[src/rtl/burst_addr_seq.sv]
module burst_addr_seq (
  input  logic       clk,
  input  logic       rst_n,
  input  logic       ld,
  input  logic [1:0] seed,
  input  logic       adv_n,
  input  logic       order_ilv,
  output logic [1:0] burst_lo
);

  localparam int W = 2;

  logic [W-1:0] base_q;
  logic [W-1:0] beat_q;

  always_ff @(posedge clk) begin
    if (!rst_n) begin
      base_q <= '0;
      beat_q <= '0;
    end else if (ld) begin
      base_q <= seed;
      beat_q <= '0;
    end else if (!adv_n) begin
      beat_q <= beat_q + 1'b1;
    end
  end

  assign burst_lo = order_ilv ? (base_q ^ beat_q) : (base_q + beat_q);

  // load captures seed, and wins over a simultaneous advance
  assert_load_R2: assert property (@(posedge clk) disable iff (!rst_n)
    ld |=> (burst_lo == $past(seed)));

  assert_load_beats_adv_R7: assert property (@(posedge clk) disable iff (!rst_n)
    (ld && !adv_n) |=> (burst_lo == $past(seed)));

  assert_hold_R5: assert property (@(posedge clk) disable iff (!rst_n)
    (!ld && adv_n) |=> ($stable(burst_lo) || !$stable(order_ilv)));

  assert_linear_step_R3: assert property (@(posedge clk) disable iff (!rst_n)
    (!ld && !adv_n && !order_ilv) |=>
      (order_ilv || burst_lo == W'($past(burst_lo) + 2'd1)));

  assert_ilv_step_R4: assert property (@(posedge clk) disable iff (!rst_n)
    (!ld && !adv_n && order_ilv) |=>
      (!order_ilv || burst_lo[0] != $past(burst_lo[0])));

endmodule

[config.mk]
export PLATFORM = sky130hd
export DESIGN_NAME = burst_addr_seq
export DESIGN_NICKNAME = d
export VERILOG_FILES = /design/src/rtl/burst_addr_seq.sv
export SDC_FILE = /design/constraint.sdc
export NUM_CORES = 1
export LEC_CHECK = 0
export ABC_AREA = 0
export ABC_CLOCK_PERIOD_IN_PS = 850
export CORE_AREA = 2 2 39 41
export CTS_CLUSTER_DIAMETER = 30
export CTS_CLUSTER_SIZE = 40
export DETAILED_ROUTE_END_ITERATION = 7
export DIE_AREA = 0 0 41 43
export GPL_ROUTABILITY_DRIVEN = 0
export PLACE_DENSITY = 0.42
export SKIP_LAST_GASP = 1
export SLEW_MARGIN = 5
export SYNTH_ARGS = -nofsm -noshare
export SYNTH_HDL_FRONTEND = slang
export SYNTH_SLANG_ARGS = --single-unit
[constraint.sdc]
create_clock -name clk -period 0.85 [get_ports clk]
set_input_delay 0.17 -clock clk [delete_from_list [all_inputs] [get_ports clk]]
set_output_delay 0.17 -clock clk [all_outputs]
set_load 0.02 [all_outputs]
==> reports/results.tsv <==
metric	value	unit
Synth Cell Area	200.2	um2
Core Region	0.001384	mm2
DRC Markers	0	
Tmin final	1.295	ns
vias in the first global route	189	
Chip Height	43	um
CTS root buffer	clkbuf_4	
status	finished with violations	
largest net degree at the start of global routing	4	
Clock transition at path regs	0.03	ns
unrepaired setup endpoints after global routing	true	
H-tree depth	1	
R2R Path Start	beat_q[0]	
Fmax	0.7720	GHz
width of the die	41	um
final hold viol count	0	
I/O Pins	9	
# hold bufs at CTS	0	
peak supply drop	0.4876	mV
vias per inst	3.490	
Leakage	0.1771	nW
Critical Path End Type	primary output	
WL/cell	8.412	um
initial antenna violation count	0	
area of the die	0.001763	mm2
later-pin clock latency in the skew report	0.23	ns
Final setup viols	5	
Global Route Usage Sum	6.727	%
initial DRC count	0	
final core utilization	31.74	%
Mapped Cells	18	
Nets	45	
worst setup slack after layout	-0.4453	ns
global-route wire length before repair	703	um
syn_area_per_cell	11.12	um2
vias post-DR	178	
register area share after synthesis	40.00	%
TritonCTS Buffers	3	
Final Non-Filler Cells	51	
reg-to-reg endpoint	beat_q[1]	
post-synth cell types	10	
layout cell share with drive strength beyond 1	62.86	%
crit-path max FO	2	
Max-cap violations	0	
TritonCTS clock tree	built	
crit path kind	reg2out	
Data required, critical path	0.68	ns
drt total wl	429	um
initial core utilization	14.47	%
number of routed nets with antenna violations	0	
Yosys warnings	0	
CTS Sinks	4	
CP max stage delay	0.35	ns
max-slew violation count	0	
max_slew headroom	82.28	%
crit start category	flip-flop	
failing checks	negative setup slack	
commonest cells after routing, fill and taps aside	5 x clkdlybuf4s50_1, 5 x buf_4, 3 x clkbuf_4, 3 x buf_6	
Setup Skew	0.00005428	ns
CP cell instances	ha_4 -> nor2b_4 -> xnor2_4 -> buf_6	
syn_nets	26	
Worst Setup SP	beat_q[0]	
worst hold-check path type	in2reg	
Hold Crit Depth	3	
Diodes inserted	0	
port buffer count	8	
period utilization	152.4	%
Power Dens Cells	1312	mW/mm2
dpl cells	46	
crit path DAT	1.13	ns
Worst R2R Path Depth	5	
grt total ovfl	0	
CP max-delay cell	dfxtp_4	
flop2flop setup slack	-0.15	ns
Critical path destination	burst_lo[1]	
Max Root-Sink Buffers	2	
Std-Cell Rows	14	
drt first pass iters	1	
Slew @ Worst Pin	0.2645	ns
Area Growth Syn to Fin	119.4	%
FF+latch count, synth	4	
==> worst min-delay path by stage <==
stage / startpoint / to / slack [ns]
CTS: ld / beat_q[0] / 0.44
floorplan: rst_n / base_q[0] / 0.30
detailed placement: base_q[1] / base_q[1] / 0.56
global route: ld / beat_q[0] / 0.45
global placement: base_q[1] / base_q[1] / 0.54
finish: ld / base_q[1] / 0.44
==> power breakdown <==
group	switching, W	internal (W)	total (W)	leakage [nW]
sequential	0.00000892	0.000197	0.000206	0.0339
clock	0.0000703	0.000157	0.000228	0.0138
combinational	0.0000489	0.0000939	0.000143	0.129
total	0.000128	0.000448	0.000576	0.177
==> logic make-up (layout without fill, tap and decap cells) <==
family | count (synthesis) | after routing | synth area share (%)
XOR/XNOR | 3 | 3 | 13.13
adder cells (fa/ha/maj) | 1 | 1 | 6.249
AND/OR/NAND/NOR | 8 | 8 | 30.63
flip-flops | 4 | 4 | 40.00
buffers and inverters | 0 | 17 | 0
multiplexers | 2 | 2 | 10.00
==> cell usage after synthesis <==
master    instances  area, um2
nor3_2            1      10.01
and2b_2           1      8.760
ha_1              1      12.51
xnor2_1           3      26.28
nand2b_1          1      6.260
mux2i_1           2      20.02
nor2_1            1      3.750
nor2b_4           1      13.76
dfxtp_1           4      80.08
nor2b_1           3      18.77
==> metrics by stage <==
stage                     area, um2  worst slack, ns  power (W)  setup TNS, ns  hold slack [ns]
final                         439.2          -0.4453  0.0005763        -0.9309           0.4412
after global routing          439.2          -0.4962  0.0006080         -1.103           0.4511
after CTS                     410.4          -0.4677  0.0005826        -0.7675           0.4372
after detailed placement      367.9          -0.8466  0.0003312         -2.315           0.5636
after global placement        367.9          -0.8411  0.0003287         -2.200           0.5399
after floorplan               237.7          -0.1226  0.0002670        -0.1226           0.2982
==> what timing repair did <==
action                     CTS  global route
gates cloned                 0             0
gates resized for setup     16             3
pin swaps                    2             1
setup buffers                0             2
setup endpoints to repair    5             4
==> area by class of cell <==
cell class	count	area [um2]
fill	142	944.7
clock buffer	3	22.52
multi-input combinational	14	181.4
sequential	4	85.08
timing repair buffer	14	130.1
tap	16	20.02
==> sequential cells by signal, indices dropped and copies added (netlist names) <==
signal / cells
beat_q: 2
base_q: 2
==> critical path, delay by kind of cell, from the launching register on <==
family	cells	cell delay [ns]
AND/OR/NAND/NOR	1	0.17
adder cells (fa/ha/maj)	1	0.12
flip-flops	1	0.35
XOR/XNOR	1	0.12
buffers and inverters	1	0.13
==> metal layers <==
metal,vias to the layer above,track usage [%],part of all wire (%)
met4,0,8.000,0.93
met1,74,6.752,45
met5,-,0,0
li1,93,-,-
met2,9,7.813,43
met3,2,4.712,9.8
(Power assumes the default switching activity.)
